<file path="src/rtl/prc_pkg.sv">
package prc_pkg;

  typedef enum logic [2:0] {
    ST_WAIT_PRESS,
    ST_SETTLE_PRESS,
    ST_WAIT_RELEASE,
    ST_SETTLE_RELEASE,
    ST_BLINK_ON_A,
    ST_BLINK_OFF_A,
    ST_BLINK_ON_B,
    ST_BLINK_OFF_B
  } ctrlState_e;

  // strobes from control to datapath
  typedef struct packed {
    logic startDelay;  // restart ms timer
    logic longDelay;   // with startDelay: blink length, else settle length
    logic countUp;     // activation: bump count, fire strobe
    logic ledToggle;
    logic ledSet;
    logic ledClear;
  } dpStrobes_t;

endpackage

</file>
<file path="src/rtl/prc_sync.sv">
module prc_sync #(
  parameter int STAGES = 2
) (
  input  logic clk,
  input  logic rstN,
  input  logic din,
  output logic dout
);
  logic [STAGES-1:0] chain;

  always_ff @(posedge clk or negedge rstN) begin
    if (!rstN) chain <= '1;   // idle level is "released"
    else       chain <= {chain[STAGES-2:0], din};
  end

  assign dout = chain[STAGES-1];
endmodule

</file>
<file path="src/rtl/prc_datapath.sv">
module prc_datapath
  import prc_pkg::*;
#(
  parameter int CYCLES_PER_MS = 125000,
  parameter int SETTLE_MS     = 30,
  parameter int BLINK_MS      = 200,
  parameter int COUNT_W       = 16
) (
  input  logic               clk,
  input  logic               rstN,
  input  dpStrobes_t         strobes,
  output logic               delayDone,
  output logic [COUNT_W-1:0] pressCount,
  output logic               ledOut,
  output logic               activationPulse
);
  localparam int DIV_W  = $clog2(CYCLES_PER_MS + 1);
  localparam int MS_MAX = (BLINK_MS > SETTLE_MS) ? BLINK_MS : SETTLE_MS;
  localparam int MS_W   = $clog2(MS_MAX + 1);
  localparam logic [DIV_W-1:0] DIV_LAST    = DIV_W'(CYCLES_PER_MS - 1);
  localparam logic [MS_W-1:0]  SETTLE_LAST = MS_W'(SETTLE_MS - 1);
  localparam logic [MS_W-1:0]  BLINK_LAST  = MS_W'(BLINK_MS - 1);
  localparam logic [MS_W-1:0]  MS_CAP      = MS_W'(MS_MAX);

  logic [DIV_W-1:0] divCnt;
  logic [MS_W-1:0]  msCnt;
  logic             longSel;
  logic             divLast;

  assign divLast = (divCnt == DIV_LAST);

  // ms timer: divider and ms counter both restart on startDelay
  always_ff @(posedge clk or negedge rstN) begin
    if (!rstN) begin
      divCnt  <= '0;
      msCnt   <= '0;
      longSel <= 1'b0;
    end else if (strobes.startDelay) begin
      divCnt  <= '0;
      msCnt   <= '0;
      longSel <= strobes.longDelay;
    end else if (divLast) begin
      divCnt <= '0;
      if (msCnt != MS_CAP) msCnt <= msCnt + MS_W'(1);
    end else begin
      divCnt <= divCnt + DIV_W'(1);
    end
  end

  assign delayDone = divLast && (msCnt == (longSel ? BLINK_LAST : SETTLE_LAST));

  always_ff @(posedge clk or negedge rstN) begin
    if (!rstN) begin
      pressCount      <= '0;
      activationPulse <= 1'b0;
      ledOut          <= 1'b0;
    end else begin
      activationPulse <= strobes.countUp;
      if (strobes.countUp) pressCount <= pressCount + COUNT_W'(1);
      if (strobes.ledSet)         ledOut <= 1'b1;
      else if (strobes.ledClear)  ledOut <= 1'b0;
      else if (strobes.ledToggle) ledOut <= ~ledOut;
    end
  end

  // strobe never lasts two cycles
  assert_single_strobe_R6: assert property (@(posedge clk) disable iff (!rstN)
    activationPulse |=> !activationPulse);
  // count steps by one (mod 2^COUNT_W) with the strobe
  assert_count_step_R7: assert property (@(posedge clk) disable iff (!rstN)
    activationPulse |-> pressCount == $past(pressCount) + COUNT_W'(1));
  // count is quiet without an activation
  assert_count_hold_R7: assert property (@(posedge clk) disable iff (!rstN)
    !activationPulse |-> $stable(pressCount));
endmodule

</file>
<file path="src/rtl/prc_ctrl.sv">
module prc_ctrl
  import prc_pkg::*;
(
  input  logic       clk,
  input  logic       rstN,
  input  logic       btnSync,
  input  logic       blinkMode,
  input  logic       delayDone,
  output dpStrobes_t strobes
);
  ctrlState_e state, stateNext;

  always_ff @(posedge clk or negedge rstN) begin
    if (!rstN) state <= ST_WAIT_PRESS;
    else       state <= stateNext;
  end

  always_comb begin
    stateNext = state;
    strobes   = '0;
    unique case (state)
      ST_WAIT_PRESS: if (!btnSync) begin
        stateNext          = ST_SETTLE_PRESS;
        strobes.startDelay = 1'b1;
      end
      ST_SETTLE_PRESS: if (delayDone) stateNext = ST_WAIT_RELEASE;
      ST_WAIT_RELEASE: if (btnSync) begin
        stateNext          = ST_SETTLE_RELEASE;
        strobes.startDelay = 1'b1;
      end
      ST_SETTLE_RELEASE: if (delayDone) begin
        strobes.countUp = 1'b1;
        if (blinkMode) begin
          stateNext          = ST_BLINK_ON_A;
          strobes.startDelay = 1'b1;
          strobes.longDelay  = 1'b1;
          strobes.ledSet     = 1'b1;
        end else begin
          stateNext         = ST_WAIT_PRESS;
          strobes.ledToggle = 1'b1;
        end
      end
      ST_BLINK_ON_A: if (delayDone) begin
        stateNext          = ST_BLINK_OFF_A;
        strobes.startDelay = 1'b1;
        strobes.longDelay  = 1'b1;
        strobes.ledClear   = 1'b1;
      end
      ST_BLINK_OFF_A: if (delayDone) begin
        stateNext          = ST_BLINK_ON_B;
        strobes.startDelay = 1'b1;
        strobes.longDelay  = 1'b1;
        strobes.ledSet     = 1'b1;
      end
      ST_BLINK_ON_B: if (delayDone) begin
        stateNext          = ST_BLINK_OFF_B;
        strobes.startDelay = 1'b1;
        strobes.longDelay  = 1'b1;
        strobes.ledClear   = 1'b1;
      end
      ST_BLINK_OFF_B: if (delayDone) stateNext = ST_WAIT_PRESS;
      default: stateNext = ST_WAIT_PRESS;
    endcase
  end

  // release can only be awaited after a settled press
  assert_release_after_press_R3: assert property (@(posedge clk) disable iff (!rstN)
    state == ST_WAIT_RELEASE |->
      ($past(state) == ST_SETTLE_PRESS || $past(state) == ST_WAIT_RELEASE));
  // blink sequence starts only from a completed release settle
  assert_blink_entry_R9: assert property (@(posedge clk) disable iff (!rstN)
    state == ST_BLINK_ON_A |->
      ($past(state) == ST_SETTLE_RELEASE || $past(state) == ST_BLINK_ON_A));
endmodule

</file>
<file path="src/rtl/press_release_counter.sv">
module press_release_counter
  import prc_pkg::*;
#(
  parameter int CYCLES_PER_MS = 125000,
  parameter int SETTLE_MS     = 30,
  parameter int BLINK_MS      = 200,
  parameter int COUNT_W       = 16,
  parameter int SYNC_STAGES   = 2
) (
  input  logic               clk,
  input  logic               rstN,
  input  logic               buttonN,
  input  logic               blinkMode,
  output logic [COUNT_W-1:0] pressCount,
  output logic               ledOut,
  output logic               activationPulse
);
  logic       btnSync;
  logic       delayDone;
  dpStrobes_t strobes;

  prc_sync #(.STAGES(SYNC_STAGES)) uSync (
    .clk(clk), .rstN(rstN), .din(buttonN), .dout(btnSync)
  );

  prc_ctrl uCtrl (
    .clk(clk), .rstN(rstN), .btnSync(btnSync), .blinkMode(blinkMode),
    .delayDone(delayDone), .strobes(strobes)
  );

  prc_datapath #(
    .CYCLES_PER_MS(CYCLES_PER_MS), .SETTLE_MS(SETTLE_MS),
    .BLINK_MS(BLINK_MS), .COUNT_W(COUNT_W)
  ) uDatapath (
    .clk(clk), .rstN(rstN), .strobes(strobes), .delayDone(delayDone),
    .pressCount(pressCount), .ledOut(ledOut), .activationPulse(activationPulse)
  );
endmodule

</file>
<file path="config.mk">
export PLATFORM = sky130hd
export DESIGN_NAME = press_release_counter
export DESIGN_NICKNAME = d
export VERILOG_FILES = /design/src/rtl/prc_pkg.sv /design/src/rtl/prc_sync.sv /design/src/rtl/prc_datapath.sv /design/src/rtl/prc_ctrl.sv /design/src/rtl/press_release_counter.sv
export SDC_FILE = /design/constraint.sdc
export NUM_CORES = 1
export LEC_CHECK = 0
export BUFFER_PORTS_ARGS = -buffer_cell sky130_fd_sc_hd__buf_2
export CORE_ASPECT_RATIO = 0.8
export CORE_MARGIN = 2
export CORE_UTILIZATION = 64
export CTS_CLUSTER_DIAMETER = 120
export DETAILED_ROUTE_END_ITERATION = 7
export PLACE_DENSITY = 0.95
export SLEW_MARGIN = 10
export SYNTH_ARGS = -nofsm -noshare
export SYNTH_HDL_FRONTEND = slang
export SYNTH_SLANG_ARGS = --single-unit
</file>
<file path="constraint.sdc">
create_clock -name clk -period 6.6 [get_ports clk]
set_input_delay 0 -clock clk [delete_from_list [all_inputs] [get_ports clk]]
set_output_delay 0 -clock clk [all_outputs]
set_load 0.03 [all_outputs]
</file>
==> results of run 1 <==
[cell usage in the layout (no fill, tap or decap), drive strengths merged, types with 9 or more instances in the layout]
master,count
and3,10
xor2,26
nand2,12
nand4,13
dfrtp,47
nor3,9
buf,21
nand3,12
xnor2,12
nor2,38
inv,9
[where the power goes]
part	internal, mW	switching, mW	total (mW)
combinational	0.00159	0.00571	0.00730
clock	0.124	0.0941	0.218
sequential	0.301	0.000423	0.301
[final timing paths]
path,endpoint,cells after the start,start,slack (ns)
setup / recovery,uDatapath.pressCount[3]$_DFFE_PN0P_,5,uDatapath.divCnt[4]$_DFF_PN0_,3.99
hold / removal,uDatapath.ledOut$_DFFE_PN0P_,4,blinkMode,0.08
setup reg to reg,uDatapath.pressCount[3]$_DFFE_PN0P_,5,uDatapath.divCnt[4]$_DFF_PN0_,3.99
hold reg to reg,uSync.chain[1]$_DFF_PN1_,0,uSync.chain[0]$_DFF_PN1_,0.36
max in group asynchronous,uDatapath.divCnt[0]$_DFF_PN0_,2,rstN,5.55
min in group asynchronous,uDatapath.ledOut$_DFFE_PN0P_,2,rstN,0.40
[logic make-up after synthesis]
logic type	Yosys count
multiplexers	5
AO/OA/AOI/OAI	17
flip-flops	49
AND/OR/NAND/NOR	118
buffers and inverters	14
XOR/XNOR	38
adder cells (fa/ha/maj)	8
[synthesized netlist by cell type, types with 3 or more instances]
master / n / share of area
buf_4: 3 / 0.0087
xor2_1: 26 / 0.088
or4b_1: 3 / 0.012
inv_1: 9 / 0.013
nor3_1: 3 / 0.0058
nand4_1: 12 / 0.029
dfrtp_1: 47 / 0.45
ha_1: 8 / 0.039
o21ai_0: 6 / 0.012
nand3b_1: 3 / 0.0087
nand3_1: 12 / 0.023
nand2_1: 12 / 0.017
nor2_1: 38 / 0.055
and3_1: 10 / 0.024
nor3_2: 6 / 0.023
nor4_1: 3 / 0.0072
xnor2_1: 12 / 0.040
mux2i_1: 3 / 0.012
[registers in the layout (all words and copies together) (netlist names)]
signal,cells
uDatapath.divCnt,17
uSync.chain,2
uDatapath.longSel,1
uDatapath.ledOut,1
uCtrl.state,3
uDatapath.pressCount,16
uDatapath.activationPulse,1
uDatapath.msCnt,8
[per-stage QoR]
step,setup slack (ns),hold WS [ns],cells
3_3_place_gp,4.10,0.108,320
5_1_grt,3.76,0.130,330
3_5_place_dp,3.99,0.108,320
4_1_cts,3.99,0.0731,330
6_report,3.99,0.0823,330
2_1_floorplan,4.41,-0.296,249
[per-layer routing]
layer	share of wire	vias up
li1	-	920
met1	0.46	920
met2	0.48	64
met3	0.054	6
met4	0.012	0
met5	0	-
[final cells by class]
cell class / count / area, µm²
multi-input cells: 186 / 1310
repair buffers: 23 / 125
clock buffers: 7 / 86.3
clock inverters: 1 / 30.0
well taps: 55 / 68.8
flip-flops and latches: 49 / 1230
inverters: 9 / 33.8
fillers: 275 / 972
[worst max-delay path, stage by stage (launching register included)]
cell and delay (ns):
dfrtp_1 0.44, or4b_4 0.57, nor4_4 0.45, nand4_1 0.56
nand2b_1 0.35, xnor2_1 0.12
[repair_timing]
item / in CTS / in global routing
hold buffers: 2 / 0
hold endpoints to repair: 48 / 0
buffers inserted: 0 / 0
==> metrics.md, run 1 <==
| Metric | Value |
|---|---|
| Count of pins on the block boundary | `22` |
| Nature of the critical path startpoint | `flip-flop` |
| Fin crit share | `0.396` |
| Xor-xnor portion of the synthesized cell area | `0.128` |
| Clock root buffer | `clkbuf_8` |
| Clock tree from TritonCTS | `yes` |
| Post-Route Setup TNS | `0 ns` |
| Area share of and/or/nand/nor cells after synthesis | `0.272` |
| Leakage power summed over all cells | `1.42 nW` |
| Gpl congestion | `0.934` |
| Port Buf Inserts | `21` |
| Peak clock frequency supported by timing | `0.383 GHz` |
| Horizontal die dimension | `75.2 µm` |
| Layer carrying the most global-route usage | `met2` |
| Vias in the first global route | `1750` |
| Via Count | `1910` |
| Layout cell share with drive strength beyond 1 | `0.175` |
| Final setup violation count | `0` |
| Total clock buffers created by CTS | `5` |
| Count of cell types in the netlist | `42` |
| DRT iter0 DRCs | `212` |
| Fin Clk Skew | `0.0109 ns` |
| Mean instance size in the synthesized netlist | `10.4 µm²` |
| Predominant post-synthesis flop cell | `dfrtp_1` |
| Count of cells resized by post-cts repair | `0` |
| Category of the worst setup path capture point | `flip-flop` |
| Clk Latency, worst-skew pair | `0.30 ns` |
| CTS H-tree depth | `2` |
| Global Route met3 Usage | `0.0681` |
| Maximum fanout encountered on the critical timing path | `11` |
| CTS sink count | `49` |
| Total chip power | `0.526 mW` |
| Max Root-Sink Buffers | `2` |
| ANT nets after route | `0` |
| Maximum number of pins on one net before global-route repair | `50` |
| Actual slew at the worst max-slew pin | `1.02 ns` |
| Share of synthesized area spent on multiplexers | `0.0202` |
| Starting utilization of the core area | `0.674` |
| Clock edge transition at the registers on the reported setup and hold paths | `0.09 ns` |
| Synth Area in Compound Gates | `0.0438` |
| Critical Path RT | `6.79 ns` |
| Dpl cell area | `2740 µm²` |
| Drt via density | `5.79` |
| Total non-filler cell area in the finished layout | `2880 µm²` |
| Wire length of the first global-routing pass | `8130 µm` |
| Result of the run | `complete, no violations` |
| Power density of the placed cells | `183 nW/µm²` |
| Mapped Nets | `261` |
| Layout Utilization | `0.748` |
| Height of the die | `61.0 µm` |
| Post-synthesis cell area | `2600 µm²` |
| Signal arrival time at the worst endpoint | `2.80 ns` |
| Remaining routing DRC violations | `0` |
| Share of flip-flops with an asynchronous set or reset | `1.00` |
| Number of standard-cell rows in the floorplan | `20` |
| Total routing resource utilization after global routing | `0.239` |
| EDFF count, synth | `0` |
| Routed WL per cell | `14.6 µm` |
| Worst hold path type | `input pin to flip-flop` |
| VDD IR max | `0.000145 V` |
| Sequential share of the synthesized area | `0.473` |
| Type of the worst setup path | `flip-flop to flip-flop` |
| Yosys Warn Count | `0` |
| Max-Cap Viols | `0` |
| Worst-case headroom to the max-slew limit | `0.321` |
| Grt ovf | `0` |
| Largest family of logic cells by synthesized area | `simple AND/OR/NAND/NOR gates` |
| Drt pass-1 iters | `4` |
| Initial antenna violation count | `0` |
| GR met1 Demand/Resource | `0.324` |
| Cell count after synthesis | `249` |
| Setup repair after global routing missed its margin | `false` |
| Clock period minus worst slack | `2.61 ns` |
| Met2 Usage GRT | `0.371` |
| Floorplan die area | `4590 µm²` |
| Register bit total from synthesis | `49` |
| Area Growth Syn to Fin | `10.9%` |
| Drt total wl | `4810 µm` |
| Adder and majority gate portion of the synthesized area | `0.0385` |
| Total half-perimeter wirelength after legalization and detailed placement | `3400 µm` |
| Pins over their slew limit | `0` |
| Diode insertion count for antenna repair | `0` |
| Net total in the final layout | `286` |
| Number of hold violations in the final report | `0` |
| Placeable Area | `3850 µm²` |
(Power assumes the default switching activity.)
==> run 2, diff against run 1 <==
CORE_UTILIZATION = 53   (was 64)
PLACE_DENSITY = 0.87   (was 0.95)
clock period = 2.4 ns   (was 6.6 ns; I/O delays follow)
==> run 2 against run 1 <==
Effect of this change: total power grew to 2.7 times the previous value; clock skew shrank 0.0035 ns; cell area grew 0.96%; flip-flop and latch count is the same; setup slack lost 3.9 ns; register-to-register slack lost 3.9 ns.
==> metrics.md, run 2 (synthesized netlist as in run 1, its figures left out) <==
| Metric | Value |
|---|---|
| Result of the run | `complete, no violations` |
| Internal power of the cells | `1.14 mW` |
| Post-CTS Setup Inserts | `0` |
| Number of cells in the finished layout apart from fillers | `339` |
| Net total in the final layout | `291` |
| Type of the worst setup path | `flip-flop to flip-flop` |
| Actual slew at the worst max-slew pin | `1.07 ns` |
| Source of the worst register-to-register timing path | `uDatapath.divCnt[5]$_DFF_PN0_` |
| Met3 wire length | `204 µm` |
| Total clock buffers created by CTS | `5` |
| Total length of routed met2 wires | `2420 µm` |
| Cells after DPL | `330` |
| Dpl cell area | `2790 µm²` |
| Leading cell type in the layout, fill and taps excluded | `dfrtp_1` |
| Remaining routing DRC violations | `0` |
| Maximum number of pins on one net before global-route repair | `50` |
| Category of the worst setup path capture point | `flip-flop` |
| Portion of total power attributed to the clock network | `0.399` |
| Wire length of the first global-routing pass | `8600 µm` |
| Total chip power | `1.41 mW` |
| Drt via density | `5.54` |
| Number of flip-flops in the largest register | `17` |
| Clock tree from TritonCTS | `yes` |
| Total non-filler cell area in the finished layout | `2910 µm²` |
| Fin Hold WS | `0.0769 ns` |
| CTS H-tree depth | `2` |
| Clock root buffer | `clkbuf_8` |
| Largest regs | `uDatapath.divCnt: 17 flops, uDatapath.pressCount: 16 flops, uDatapath.msCnt: 8 flops` |
| Count of fill cells added during filler insertion | `366` |
| NetSw | `0.279 mW` |
| Maximum fanout encountered on the critical timing path | `8` |
| Proportion of total power due to net switching | `0.197` |
| Fin Clk Skew | `0.00740 ns` |
| Max-Cap Viols | `0` |
| Floorplan die area | `5480 µm²` |
| Height of the die | `66.6 µm` |
| Horizontal die dimension | `82.3 µm` |
| Total half-perimeter wirelength after legalization and detailed placement | `3580 µm` |
| Signal arrival time at the worst endpoint | `2.46 ns` |
| Port Buf Inserts | `21` |
| Crit. Startpoint | `uDatapath.divCnt[5]$_DFF_PN0_` |
| Uppermost signal routing layer after detailed routing | `met4` |
| Most frequent cells in the layout | `47 x dfrtp_1, 38 x nor2_1, 26 x xor2_1` |
| Routed WL per cell | `14.7 µm` |
| Nature of the critical path startpoint | `flip-flop` |
| Setup repair after global routing missed its margin | `false` |
| Count of pins on the block boundary | `22` |
| Power density of the placed cells | `486 nW/µm²` |
| Layout cell share with drive strength beyond 1 | `0.186` |
| Placeable Area | `4650 µm²` |
| Via Count | `1879` |
| Critical Path RT | `2.59 ns` |
| Worst hold path type | `input pin to flip-flop` |
| Fin crit share | `0.944` |
| Starting utilization of the core area | `0.559` |
| Gpl congestion | `0.886` |
| Met1 Routed Length | `2310 µm` |
| Number of standard-cell rows in the floorplan | `22` |
| DRT iter0 DRCs | `98` |
| Drt total wl | `4990 µm` |
| Initial antenna violation count | `0` |
| Diode insertion count for antenna repair | `0` |
| Vias in the first global route | `1876` |
| Number of hold violations in the final report | `0` |
| Clock edge transition at the registers on the reported setup and hold paths | `0.08 ns` |
| Clock period minus worst slack | `2.27 ns` |
| Cell-by-cell listing of the critical path | `or4b_1 > nor4_4 > nand4_4 > a21oi_2 > mux2_2` |
| Register name with the most flops | `uDatapath.divCnt` |
| Top Family by Delay on Critical Path | `simple AND/OR/NAND/NOR gates` |
| Area Growth Syn to Fin | `11.9%` |
| ANT nets after route | `0` |
| Clk Latency, worst-skew pair | `0.30 ns` |
| VDD IR max | `0.000296 V` |
| Combinational share of power | `0.015` |
| Pins over their slew limit | `0` |
| Final setup violation count | `0` |
| Hold wc startpoint | `blinkMode` |
| Leakage power summed over all cells | `1.43 nW` |
| Slowest stage cell on the critical path | `or4b_1` |
| Grt ovf | `0` |
| Part of the total power dissipated in sequential elements | `0.586` |
| Max Root-Sink Buffers | `2` |
| Total routing resource utilization after global routing | `0.209` |
| Worst-case headroom to the max-slew limit | `0.285` |
| Slowest cell delay on critical path | `0.59 ns` |
| Peak clock frequency supported by timing | `0.441 GHz` |
| CP bufs+invs | `0` |
| Post-Route Setup TNS | `0 ns` |
| Drt pass-1 iters | `4` |
| CTS sink count | `49` |
==> run 2: changes by cell type in the layout (fill, tap and decap cells not counted), sizes merged <==
cell	delta
clkbuf	-2
clkinv	+1
buf	+5
==> run 2: timing repair <==
action	4_1_cts	5_1_grt
gates resized for setup	0	0
endpoints found under the hold margin	48	0
hold buffers	2	0
==> run 2: layout make-up <==
class                      instances  area (µm²)  share of cell area
tap                               60        75.1              0.0258
multi-input combinational        186        1310               0.449
clock buffer                       5        68.8              0.0237
clock inverter                     2        35.0              0.0120
timing repair buffer              28         163              0.0559
sequential                        49        1230               0.422
inverter                           9        33.8              0.0116
==> run 2: per-layer routing <==
metal / vias to the layer above / GRT usage
li1: 927 / -
met3: 8 / 0.0596
met4: 0 / 0.0833
met2: 38 / 0.322
met1: 906 / 0.277
met5: - / 0
==> run 2: power by group through the flow <==
stage	clock network (mW)	registers [mW]	logic, mW
CTS	0.576	0.829	0.0217
global placement	0	0.845	0.0193
detailed placement	0	0.845	0.0193
global route	0.618	0.830	0.0244
floorplan	0	0.845	0.000587
finish	0.564	0.829	0.0207
==> run 2: worst paths after layout <==
check / end / slack [ns] / cells past startpoint
min in group asynchronous: uDatapath.longSel$_DFFE_PN0N_ / 0.42 / 2
min reg2reg: uSync.chain[1]$_DFF_PN1_ / 0.36 / 0
max reg2reg: uCtrl.state[1]$_DFFE_PN0P_ / 0.13 / 5
max in group asynchronous: uDatapath.divCnt[5]$_DFF_PN0_ / 1.31 / 2
min: uDatapath.ledOut$_DFFE_PN0P_ / 0.08 / 4
max: uCtrl.state[1]$_DFFE_PN0P_ / 0.13 / 5
==> run 2: through the flow <==
step,worst slack [ns],util
3_5_place_dp,0.139,0.599
6_report,0.134,0.625
4_1_cts,0.127,0.625
5_1_grt,0.0394,0.625
3_3_place_gp,0.208,0.599
2_1_floorplan,0.214,-
==> run 2: worst min-delay path, cell delays in order <==
cell and delay, ns:
buf_2 0.10, o21a_1 0.11, o21ai_0 0.06, o21ai_0 0.07
